[src/rtl/rbp_pkg.sv]
package rbp_pkg;
    typedef enum logic [1:0] {
        ST_IDLE       = 2'd0,
        ST_QUALIFY    = 2'd1,
        ST_PULSE      = 2'd2,
        ST_WAIT_REARM = 2'd3
    } rbp_state_e;
endpackage

[src/rtl/rbp_sync.sv]
module rbp_sync #(
    parameter int STAGES = 2
) (
    input  logic clk,
    input  logic rst_n,
    input  logic d_in,
    output logic d_out
);
    logic [STAGES-1:0] chain_q;

    generate
        for (genvar i = 0; i < STAGES; i++) begin : g_stage
            if (i == 0) begin : g_first
                always_ff @(posedge clk or negedge rst_n) begin
                    if (!rst_n) chain_q[i] <= 1'b1;
                    else        chain_q[i] <= d_in;
                end
            end else begin : g_next
                always_ff @(posedge clk or negedge rst_n) begin
                    if (!rst_n) chain_q[i] <= 1'b1;
                    else        chain_q[i] <= chain_q[i-1];
                end
            end
        end
    endgenerate

    assign d_out = chain_q[STAGES-1];
endmodule

[src/rtl/rbp_debounce.sv]
module rbp_debounce #(
    parameter int DEBOUNCE_TICKS = 160
) (
    input  logic clk,
    input  logic rst_n,
    input  logic tick,
    input  logic raw_act,
    output logic db_act
);
    localparam int CW = $clog2(DEBOUNCE_TICKS + 1);

    logic [CW-1:0] cnt_q;
    logic          db_q;

    always_ff @(posedge clk or negedge rst_n) begin
        if (!rst_n) begin
            cnt_q <= '0;
            db_q  <= 1'b0;
        end else if (raw_act == db_q) begin
            cnt_q <= '0;
        end else if (tick) begin
            if (cnt_q == CW'(DEBOUNCE_TICKS - 1)) begin
                cnt_q <= '0;
                db_q  <= raw_act;
            end else begin
                cnt_q <= cnt_q + 1'b1;
            end
        end
    end

    assign db_act = db_q;

    // the filtered level only moves on a timebase strobe
    assert_db_on_tick_R3: assert property (@(posedge clk) disable iff (!rst_n)
        !$stable(db_q) |-> $past(tick));
endmodule

[src/rtl/rbp_pulse_timer.sv]
module rbp_pulse_timer #(
    parameter int PULSE_TICKS = 56
) (
    input  logic clk,
    input  logic rst_n,
    input  logic tick,
    input  logic run,
    output logic done
);
    localparam int CW = $clog2(PULSE_TICKS + 1);

    logic [CW-1:0] cnt_q;

    always_ff @(posedge clk or negedge rst_n) begin
        if (!rst_n)        cnt_q <= '0;
        else if (!run)     cnt_q <= '0;
        else if (tick)     cnt_q <= (cnt_q == CW'(PULSE_TICKS - 1)) ? '0 : cnt_q + 1'b1;
    end

    assign done = run && tick && (cnt_q == CW'(PULSE_TICKS - 1));

    // the tick count never passes the configured width
    assert_cnt_bound_R4: assert property (@(posedge clk) disable iff (!rst_n)
        cnt_q < CW'(PULSE_TICKS));
endmodule

[src/rtl/rstbtn_pulse_gen.sv]
module rstbtn_pulse_gen
    import rbp_pkg::*;
#(
    parameter int SYNC_STAGES    = 2,
    parameter int DEBOUNCE_TICKS = 160,
    parameter int PULSE_TICKS    = 56
) (
    input  logic clk,
    input  logic rst_n,
    input  logic tick,
    input  logic btn_n,
    input  logic dbnc_en,
    input  logic pwrcyc_sel,
    input  logic sys_running,
    input  logic plat_rst_inactive,
    output logic rst_req,
    output logic rst_is_full
);
    rbp_state_e state_q, state_d;
    logic       btn_n_s;
    logic       btn_prev_q;
    logic       press_lvl;
    logic       press_edge;
    logic       db_act;
    logic       pulse_done;
    logic       full_q;
    logic       fire;
    logic       rearm_ok;

    rbp_sync #(.STAGES(SYNC_STAGES)) u_sync (
        .clk   (clk),
        .rst_n (rst_n),
        .d_in  (btn_n),
        .d_out (btn_n_s)
    );

    assign press_lvl = ~btn_n_s;

    rbp_debounce #(.DEBOUNCE_TICKS(DEBOUNCE_TICKS)) u_debounce (
        .clk     (clk),
        .rst_n   (rst_n),
        .tick    (tick),
        .raw_act (press_lvl),
        .db_act  (db_act)
    );

    rbp_pulse_timer #(.PULSE_TICKS(PULSE_TICKS)) u_timer (
        .clk   (clk),
        .rst_n (rst_n),
        .tick  (tick),
        .run   (state_q == ST_PULSE),
        .done  (pulse_done)
    );

    always_ff @(posedge clk or negedge rst_n) begin
        if (!rst_n) btn_prev_q <= 1'b1;
        else        btn_prev_q <= btn_n_s;
    end

    assign press_edge = btn_prev_q && !btn_n_s;
    assign rearm_ok   = !db_act && sys_running && plat_rst_inactive;

    always_comb begin
        state_d = state_q;
        fire    = 1'b0;
        unique case (state_q)
            ST_IDLE: begin
                if (!dbnc_en && press_edge) begin
                    state_d = ST_PULSE;
                    fire    = 1'b1;
                end else if (dbnc_en && press_lvl) begin
                    state_d = ST_QUALIFY;
                end
            end
            ST_QUALIFY: begin
                if (db_act) begin
                    state_d = ST_PULSE;
                    fire    = 1'b1;
                end else if (!press_lvl) begin
                    state_d = ST_IDLE;
                end
            end
            ST_PULSE: begin
                if (pulse_done) state_d = ST_WAIT_REARM;
            end
            ST_WAIT_REARM: begin
                if (rearm_ok) state_d = ST_IDLE;
            end
            default: state_d = ST_IDLE;
        endcase
    end

    always_ff @(posedge clk or negedge rst_n) begin
        if (!rst_n) begin
            state_q <= ST_IDLE;
            full_q  <= 1'b0;
        end else begin
            state_q <= state_d;
            if (fire) full_q <= pwrcyc_sel;
        end
    end

    always_comb begin
        rst_req     = (state_q == ST_PULSE);
        rst_is_full = (state_q == ST_PULSE) && full_q;
    end

    // the type flag is frozen while the request is up
    assert_type_hold_R5: assert property (@(posedge clk) disable iff (!rst_n)
        (rst_req && $past(rst_req)) |-> (rst_is_full == $past(rst_is_full)));

    // the request only drops on a timebase strobe
    assert_end_on_tick_R4: assert property (@(posedge clk) disable iff (!rst_n)
        $fell(rst_req) |-> $past(tick));

    // no request from QUALIFY without a filtered press
    assert_qualify_gate_R3: assert property (@(posedge clk) disable iff (!rst_n)
        (state_q == ST_QUALIFY && !db_act) |=> !rst_req);

    // a filtered press keeps the block blocked
    assert_rearm_release_R6: assert property (@(posedge clk) disable iff (!rst_n)
        (state_q == ST_WAIT_REARM && db_act) |=> (state_q == ST_WAIT_REARM));

    // system state must be complete before re-arming
    assert_rearm_sys_R7: assert property (@(posedge clk) disable iff (!rst_n)
        (state_q == ST_WAIT_REARM && (!sys_running || !plat_rst_inactive))
        |=> (state_q == ST_WAIT_REARM));
endmodule

[config.mk]
export PLATFORM = sky130hd
export DESIGN_NAME = rstbtn_pulse_gen
export DESIGN_NICKNAME = d
export VERILOG_FILES = /design/src/rtl/rbp_pkg.sv /design/src/rtl/rbp_sync.sv /design/src/rtl/rbp_debounce.sv /design/src/rtl/rbp_pulse_timer.sv /design/src/rtl/rstbtn_pulse_gen.sv
export SDC_FILE = /design/constraint.sdc
export NUM_CORES = 1
export LEC_CHECK = 0
export ABC_AREA = 1
export BUFFER_PORTS_ARGS = -buffer_cell sky130_fd_sc_hd__buf_2
export CORE_AREA = 2 2 57 59
export CTS_BUF_LIST = sky130_fd_sc_hd__clkbuf_2 sky130_fd_sc_hd__clkbuf_4 sky130_fd_sc_hd__clkbuf_8
export CTS_CLUSTER_DIAMETER = 40
export DETAILED_ROUTE_END_ITERATION = 6
export DIE_AREA = 0 0 59 61
export SYNTH_ARGS = -nofsm -noshare
export SYNTH_HDL_FRONTEND = slang
export SYNTH_HIERARCHICAL = 1
export SYNTH_SLANG_ARGS = --single-unit
export TNS_END_PERCENT = 20
[constraint.sdc]
create_clock -name clk -period 2.8 [get_ports clk]
set_input_delay 0.28 -clock clk [delete_from_list [all_inputs] [get_ports clk]]
set_output_delay 0.28 -clock clk [all_outputs]
set_load 0.05 [all_outputs]
==> results.json, run 1 <==
{
  "status": "complete, no violations",
  "cpPeakStageDelay_ps": 510,
  "final_common_cell": "nand2_1",
  "r2r_start": "state_q[0]",
  "drt_iter0_markers": 17,
  "setup_ws_ps": 1200,
  "synth_top_area_cell": "dfrtp_1",
  "critPathTopFamily": "flip-flops",
  "drv_cap": 0,
  "cts_tree": "yes",
  "cts.sinks": 21,
  "start_kind": "flip-flop",
  "power.density_nw_per_um2": 518,
  "multi_input_area_um2": 629,
  "holdPathStages": 1,
  "nets": 196,
  "most-common-layout-cells": "nand2_1, inv_1, dfrtp_1",
  "die_height_um": 61,
  "dieWidth_um": 59,
  "syn-num-nets": 182,
  "dp_cells": 213,
  "boundaryPins": 10,
  "n_fill_cell": 300,
  "fin_crit_ps": 1600,
  "overflow": 0,
  "pre_cts_ws_ps": 1210,
  "hpwl_mm": 1.75,
  "slew_headroom": 0.687,
  "path_class": "reg2out",
  "drc": 0,
  "leakagePower_nw": 0.739,
  "drt-pass1-iter-count": 4,
  "crit_fanout": 8,
  "drive_gt1_frac": 0.205,
  "rows": 20,
  "min_period_over_period": 0.571,
  "setup_viol": 0,
  "cts_buffer_depth": 2,
  "routed_via_density": 4.81,
  "fp.coreArea_um2": 2950,
  "slew_violations": 0,
  "syn_to_final_growth_pct": 8.88,
  "yosys_warnings": 6,
  "seq_area_frac_synth": 0.417,
  "cts.repair.resized": 0,
  "synth_area_um2": 1270,
  "worstHoldEndpoint": "u_sync/chain_q[0]",
  "seqCellArea_um2": 529,
  "cp.arrival_ps": 1320,
  "synth_top_area_frac": 0.355,
  "met2_length_mm": 1.11,
  "hold_path.class": "in2reg",
  "ys_top_cells_by_area": "dfrtp_1, nand2_1, dfstp_2",
  "initial_core_util": 0.430,
  "max_freq_mhz": 625,
  "num_vias": 1048,
  "cp_num_buf_inv": 2,
  "drt-met1-wl_mm": 1.04,
  "numCtsBuffers": 3,
  "port_buffers": 9,
  "gp_congestion": 0.796,
  "avgSynthCellArea_um2": 7.38,
  "dieArea_um2": 3600,
  "hold_viol": 0,
  "grt_pass1_vias": 981,
  "hold_start": "btn_n",
  "cp_slowest_cell": "dfrtp_1",
  "rsz0062_at_grt": "no",
  "cp-end-kind": "output port",
  "regToRegEndpoint": "state_q[0]",
  "grt_max_degree": 22,
  "yosysUniqueCellTypes": 27,
  "cts_root_buf": "clkbuf_4",
  "antenna_left": 0,
  "vdd_drop_max_v": 0.000212,
  "finalNonFillerCells": 218,
  "grt_pass1_wl_mm": 4.04,
  "clk_pin_slew_ps": 120,
  "ff2ff_path_depth": 8,
  "clock_skew_ps": 2.36,
  "syn_inst": 172,
  "crit_required_ps": 2520,
  "ys_ff_latch": 21,
  "highest_layer": "met4",
  "final_cell_area_um2": 1380,
  "wl_per_cell_um": 10.2,
  "antenna_found_initial": 0,
  "grt_usage": 0.147,
  "worst_skew_pair.late_latency_ps": 300,
  "drt_wl_total_mm": 2.22,
  "place_area_um2": 1340,
  "h-tree-depth": 1,
  "tns_ps": 0,
  "tightest_slew_ps": 470,
  "rrSetupSlack_ps": 1210,
  "diodes": 0,
  "wl_met3_um": 59,
  "crit_chain": "inv_2, nand2_1, nor2_1, buf_2"
}
-- final cells by class --
class	count	share of cell area
Timing Repair Buffer	10	0.0399
Tap cell	33	0.0299
Clock buffer	3	0.0163
Multi-Input combinational cell	124	0.456
Clock inverter	1	0.00362
Sequential cell	21	0.383
Inverter	26	0.0716
-- synthesized netlist by cell type --
master    number
o21ai_0        4
nand2_4        1
nor2_1        12
clkinv_2       1
inv_2          6
ha_1           2
buf_6          1
o21ai_2        1
dfstp_2        3
inv_1         19
nand3_2        1
nand3_1       15
o21bai_1       1
a21oi_2        1
nand2_1       61
nand3_4        1
xnor2_1        2
dfrtp_1       18
o21ai_1        5
nor2_8         1
nand2_2        5
a21oi_1        3
nor4_1         1
xor2_1         1
nor2_4         2
nor2_2         2
nand4_1        2
-- power breakdown --
group / switching (mW) / leakage (nW) / internal, mW
registers: 0.0364 / 0.278 / 0.332
clock network: 0.0941 / 0.0177 / 0.0532
logic: 0.133 / 0.444 / 0.0668
-- cell families (layout without fill, tap and decap cells) --
group | Yosys count | count (layout) | synth area share
compound gates | 15 | 15 | 0.0671
xor+xnor | 3 | 3 | 0.0207
fa+ha+maj | 2 | 2 | 0.0197
buf+inv | 27 | 40 | 0.0868
flops | 21 | 21 | 0.417
simple gates | 104 | 104 | 0.389
-- through the flow --
| stage | total power, mW | utilization | hold slack (ps) |
|---|---|---|---|
| 4_1_cts | 0.728 | 0.468 | 44.0 |
| 6_report | 0.715 | 0.468 | 60.3 |
| 3_3_place_gp | 0.570 | 0.455 | 270 |
| 5_1_grt | 0.772 | 0.468 | 33.8 |
| 2_1_floorplan | 0.543 | - | -15.6 |
| 3_5_place_dp | 0.575 | 0.455 | 271 |
-- worst max path at each step --
stage,from,to,slack [ps],cells past startpoint
after floorplan,state_q[0],state_q[1],1140,9
after global placement,state_q[0],state_q[0],1250,8
after detailed placement,state_q[0],state_q[0],1210,8
after CTS,state_q[0],rst_req,1180,2
after global routing,state_q[1],state_q[1],940,10
final,state_q[0],rst_is_full,1200,4
-- sequential cells by signal, summed over array words and instances, names as in the netlist --
register,count
u_debounce/db_act,1
full_q,1
u_sync/d_out,1
u_timer/cnt_q,6
state_q,2
u_sync/chain_q,1
u_debounce/cnt_q,8
btn_prev_q,1
-- per-layer routing --
metal,vias to the layer above,track usage
li1,562,-
met1,478,0.175
met2,6,0.262
met3,2,0.0256
met4,0,0.0584
met5,-,0
-- worst reg2reg max path, stage by stage (launching register included) --
cell and delay [ps]:
dfrtp_1 510, nor2_4 210, nand2_1 100, nor4_1 270, nor2_1 90, nor2_1 110, nand3_1 90, nand2_1 70
nand2_1 50
-- what timing repair did --
item	CTS	global route
hold endpoints to repair	18	0
hold buffers	1	0
setup buffers	0	0
Power figures use the tool's default switching activity.
==> run 2, diff against run 1 <==
==> constraint.sdc (replaced) <==
create_clock -name clk -period 1.47 [get_ports clk]
set_input_delay 0.147 -clock clk [delete_from_list [all_inputs] [get_ports clk]]
set_output_delay 0.147 -clock clk [all_outputs]
set_load 0.05 [all_outputs]
==> results.json, run 2 (synthesized netlist as in run 1, its figures left out) <==
{
  "crit_fanout": 7,
  "port_buffers": 9,
  "syn_to_final_growth_pct": 18.9,
  "grt_use_met2": 0.270,
  "fp.coreArea_um2": 2950,
  "rows": 20,
  "cts_root_buf": "clkbuf_4",
  "hpwl_mm": 1.84,
  "grt_pass1_vias": 1030,
  "nets": 208,
  "tightest_slew_ps": 484,
  "h-tree-depth": 1,
  "grt_max_degree": 22,
  "cpPeakStageDelay_ps": 430,
  "worst_skew_pair.late_latency_ps": 300,
  "slew_headroom": 0.677,
  "status": "complete, no violations",
  "dieArea_um2": 3600,
  "cts.sinks": 21,
  "gp_congestion": 0.806,
  "max_freq_mhz": 688,
  "power_mw": 1.52,
  "drc": 0,
  "boundaryPins": 10,
  "routed_via_density": 4.78,
  "wl_per_cell_um": 10.7,
  "power.density_nw_per_um2": 1010,
  "ff2ff_path_depth": 10,
  "grt_usage": 0.156,
  "antenna_left": 0,
  "hold_path.class": "in2reg",
  "vdd_drop_max_v": 0.000476,
  "cp-end-kind": "output port",
  "setup_viol": 0,
  "reg.largest.list": "u_debounce/cnt_q: 8 flops, u_timer/cnt_q: 6 flops, state_q: 2 flops",
  "drt_wl_total_mm": 2.46,
  "cts_buffer_depth": 2,
  "antenna_found_initial": 0,
  "busiest_layer": "met2",
  "diodes": 0,
  "cp.arrival_ps": 1310,
  "rrSetupSlack_ps": 20,
  "overflow": 0,
  "use_met1": 0.199,
  "most-common-layout-cells": "nand2_1, inv_1, dfrtp_1",
  "cts_tree": "yes",
  "drt_iter0_markers": 37,
  "drive_gt1_frac": 0.269,
  "largest_register": "u_debounce/cnt_q",
  "crit_required_ps": 1320,
  "drt-pass1-iter-count": 4,
  "min_period_over_period": 0.988,
  "clk_pin_slew_ps": 120,
  "num_vias": 1100,
  "drv_cap": 0,
  "numCtsBuffers": 3,
  "start_kind": "flip-flop",
  "holdPathStages": 3,
  "grt_pass1_wl_mm": 4.27,
  "dieWidth_um": 59,
  "hold_viol": 0,
  "crit_chain": "buf_4, inv_2, nand2_1, nor2_2, buf_6",
  "leakagePower_nw": 0.798,
  "rsz0062_at_grt": "yes",
  "initial_core_util": 0.430,
  "final_common_cell": "nand2_1",
  "largest_register_ff_count": 8,
  "n_fill_cell": 308,
  "slew_violations": 0,
  "grtUsageMet3": 0.0192,
  "cp_slowest_cell": "dfrtp_1",
  "fin_crit_ps": 1450,
  "clock_skew_ps": 8.82,
  "tns_ps": 0,
  "die_height_um": 61,
  "path_class": "reg2out"
}
run 2: power breakdown:
part / switching (mW) / internal, mW
combinational: 0.333 / 0.230
sequential: 0.0400 / 0.634
clock: 0.163 / 0.124
run 2: final cells by class:
class                           count  area (um2)  share of cell area
Multi-Input combinational cell    124         649               0.430
Clock buffer                        4        30.0              0.0199
Sequential cell                    21         531               0.352
Inverter                           26         101              0.0672
Tap cell                           33        41.3              0.0274
Timing Repair Buffer               22         156               0.104
run 2: worst max-delay path, delay by kind of cell, from the launching register on:
kind | cells | cell delay [ps]
flip-flops | 1 | 430
AND/OR/NAND/NOR | 2 | 200
buffers and inverters | 3 | 390
run 2: final timing paths:
kind / from / to
setup / recovery: state_q[0] / rst_is_full
hold / removal: pwrcyc_sel / full_q
setup reg to reg: state_q[1] / state_q[0]
hold reg to reg: u_sync/chain_q[0] / u_sync/d_out
max in group asynchronous: rst_n / u_sync/d_out
min in group asynchronous: rst_n / u_timer/cnt_q[3]
run 2: per-stage QoR:
step	cells	util	cell area, um2	setup slack (ps)	hold slack, ps
final	230	0.511	1510	17.4	66.8
after global routing	230	0.511	1510	-112	61.5
after CTS	225	0.492	1450	-32.6	52.4
after detailed placement	219	0.473	1400	44.6	138
after global placement	219	0.473	1400	118	138
after floorplan	172	-	1280	-79.8	-149
run 2: repair_timing:
item	4_1_cts	5_1_grt
hold buffers	2	0
setup endpoints to repair	2	4
pin swaps	0	6
hold endpoints to repair	19	0
resized for setup	2	5
setup buffers	0	5
run 2: metal layers:
metal	part of all wire	wire, um	up-vias
li1	-	-	582
met1	0.46	1130	502
met2	0.51	1260	14
met3	0.021	51	2
met4	0.0061	15	0
met5	0	0	-
==> run 3, diff against run 2 <==
==> constraint.sdc (replaced) <==
create_clock -name clk -period 1.75 [get_ports clk]
set_input_delay 0.175 -clock clk [delete_from_list [all_inputs] [get_ports clk]]
set_output_delay 0.175 -clock clk [all_outputs]
set_load 0.05 [all_outputs]
==> results.json, run 3 (synthesized netlist as in run 1, its figures left out) <==
{
  "die_height_um": 61,
  "use_met1": 0.182,
  "r2r_start": "u_timer/cnt_q[0]",
  "p_switching_uw": 427,
  "place_area_um2": 1340,
  "busiest_layer": "met2",
  "rows": 20,
  "crit_chain": "ha_1, nand2_1, nor4_4, inv_1, nand2_1, o21ai_2, nor2_2, nand2_1, nand2_1",
  "grt_pass1_vias": 1033,
  "switching_share": 0.371,
  "clock_skew_ps": 16.0,
  "final_common_cell": "nand2_1",
  "drv_cap": 0,
  "hpwl_mm": 1.76,
  "power.density_nw_per_um2": 819,
  "grtUsageMet3": 0.0405,
  "rsz0062_at_grt": "no",
  "cts_tree": "yes",
  "drt-pass1-iter-count": 4,
  "dieWidth_um": 59,
  "hold_start": "pwrcyc_sel",
  "cts_buffer_depth": 2,
  "drc": 0,
  "port_buffers": 9,
  "drive_gt1_frac": 0.210,
  "cpPeakStageDelay_ps": 410,
  "syn_to_final_growth_pct": 10.8,
  "largest_register": "u_debounce/cnt_q",
  "tightest_slew_ps": 470,
  "p_seq_frac": 0.512,
  "numCtsBuffers": 3,
  "gp_congestion": 0.792,
  "wl_per_cell_um": 10.5,
  "num_vias": 1031,
  "hold_path.class": "in2reg",
  "tns_ps": 0,
  "holdPathStages": 3,
  "largest_register_ff_count": 8,
  "routed_via_density": 4.71,
  "cp_slowest_cell": "dfrtp_1",
  "post_cts_buffers": 0,
  "cp-end-kind": "flip-flop",
  "pwr-share-comb": 0.282,
  "pwr-share-clk": 0.207,
  "setup_viol": 0,
  "crit_required_ps": 2010,
  "min_period_over_period": 0.867,
  "diodes": 0,
  "overflow": 0,
  "dieArea_um2": 3600,
  "worstHoldEndpoint": "full_q",
  "slew_headroom": 0.687,
  "drt_iter0_markers": 26,
  "fin_crit_ps": 1520,
  "slew_violations": 0,
  "worst_skew_pair.late_latency_ps": 310,
  "cts.sinks": 21,
  "start_kind": "flip-flop",
  "cp.arrival_ps": 1780,
  "vdd_drop_max_v": 0.000454,
  "initial_core_util": 0.430,
  "ff2ff_path_depth": 9,
  "dp_cells": 213,
  "antenna_left": 0,
  "hold_viol": 0,
  "most-common-layout-cells": "nand2_1, inv_1, dfrtp_1",
  "leakagePower_nw": 0.744,
  "grt_pass1_wl_mm": 4.17,
  "grt_max_degree": 22,
  "antenna_found_initial": 0,
  "final_cell_area_um2": 1410,
  "grt_use_met2": 0.267,
  "regToRegEndpoint": "state_q[0]",
  "nets": 197,
  "status": "complete, no violations",
  "max_freq_mhz": 659,
  "h-tree-depth": 1,
  "clk_pin_slew_ps": 130,
  "rrSetupSlack_ps": 230,
  "cts_root_buf": "clkbuf_4",
  "path_class": "reg2reg",
  "path_common_cell": "nand2_1",
  "boundaryPins": 10,
  "p_int_uw": 724,
  "grt_usage": 0.151,
  "reg.largest.list": "u_debounce/cnt_q: 8 flops, u_timer/cnt_q: 6 flops, state_q: 2 flops",
  "finalNonFillerCells": 219,
  "crit_fanout": 4,
  "drt_wl_total_mm": 2.31,
  "fp.coreArea_um2": 2950,
  "worst_hold_slack_ps": 58.9
}
run 3: cell types whose count changed in the layout (fill, tap and decap cells not counted), sizes merged:
| cell | previous run | this run |
|---|---|---|
| buf | 20 | 9 |
| clkbuf | 4 | 3 |
| clkinv | 1 | 2 |
run 3: power by group through the flow:
stage	Clock (mW)	Combinational (mW)	Sequential [mW]
2_1_floorplan	0	0.306	0.563
6_report	0.238	0.325	0.589
5_1_grt	0.273	0.374	0.598
3_5_place_dp	0	0.323	0.599
4_1_cts	0.258	0.328	0.589
3_3_place_gp	0	0.320	0.593
run 3: metal layers:
layer | vias up | part of all wire
li1 | 561 | -
met1 | 462 | 0.45
met2 | 8 | 0.52
met3 | 0 | 0.027
met4 | 0 | 0
met5 | - | 0
run 3: per-stage QoR:
step           utilization  worst slack [ps]  total power [mW]
6_report             0.476               234              1.15
5_1_grt              0.476              16.6              1.25
4_1_cts              0.471               139              1.17
3_5_place_dp         0.455               158             0.921
3_3_place_gp         0.455               219             0.912
2_1_floorplan            -              89.5             0.869
run 3: worst max path at each step:
stage	end	start	slack (ps)	cells past startpoint
2_1_floorplan	state_q[1]	state_q[0]	90	9
3_3_place_gp	state_q[0]	u_timer/cnt_q[0]	220	8
3_5_place_dp	state_q[0]	state_q[0]	160	8
4_1_cts	state_q[0]	state_q[0]	140	8
5_1_grt	state_q[0]	u_timer/cnt_q[1]	20	8
6_report	state_q[0]	u_timer/cnt_q[0]	230	9
run 3: worst max-delay path, delay by kind of cell, from the launching register on:
family                   cells  cell delay (ps)
AND/OR/NAND/NOR              6              710
flip-flops                   1              410
adder cells (fa/ha/maj)      1              220
buffers and inverters        1               60
AO/OA/AOI/OAI                1               50
run 3: layout make-up:
cell class / count / area (um2)
fill: 296 / 1550
multi-input combinational: 124 / 644
sequential: 21 / 529
inverter: 26 / 98.8
timing repair buffer: 11 / 65.1
tap: 33 / 41.3
clock buffer: 3 / 22.5
clock inverter: 1 / 5.00
run 3: timing repair:
item,CTS,global route
endpoints found under the hold margin,19,0
hold buffers,2,0
endpoints found under the setup margin,0,2
gates resized for setup,0,2
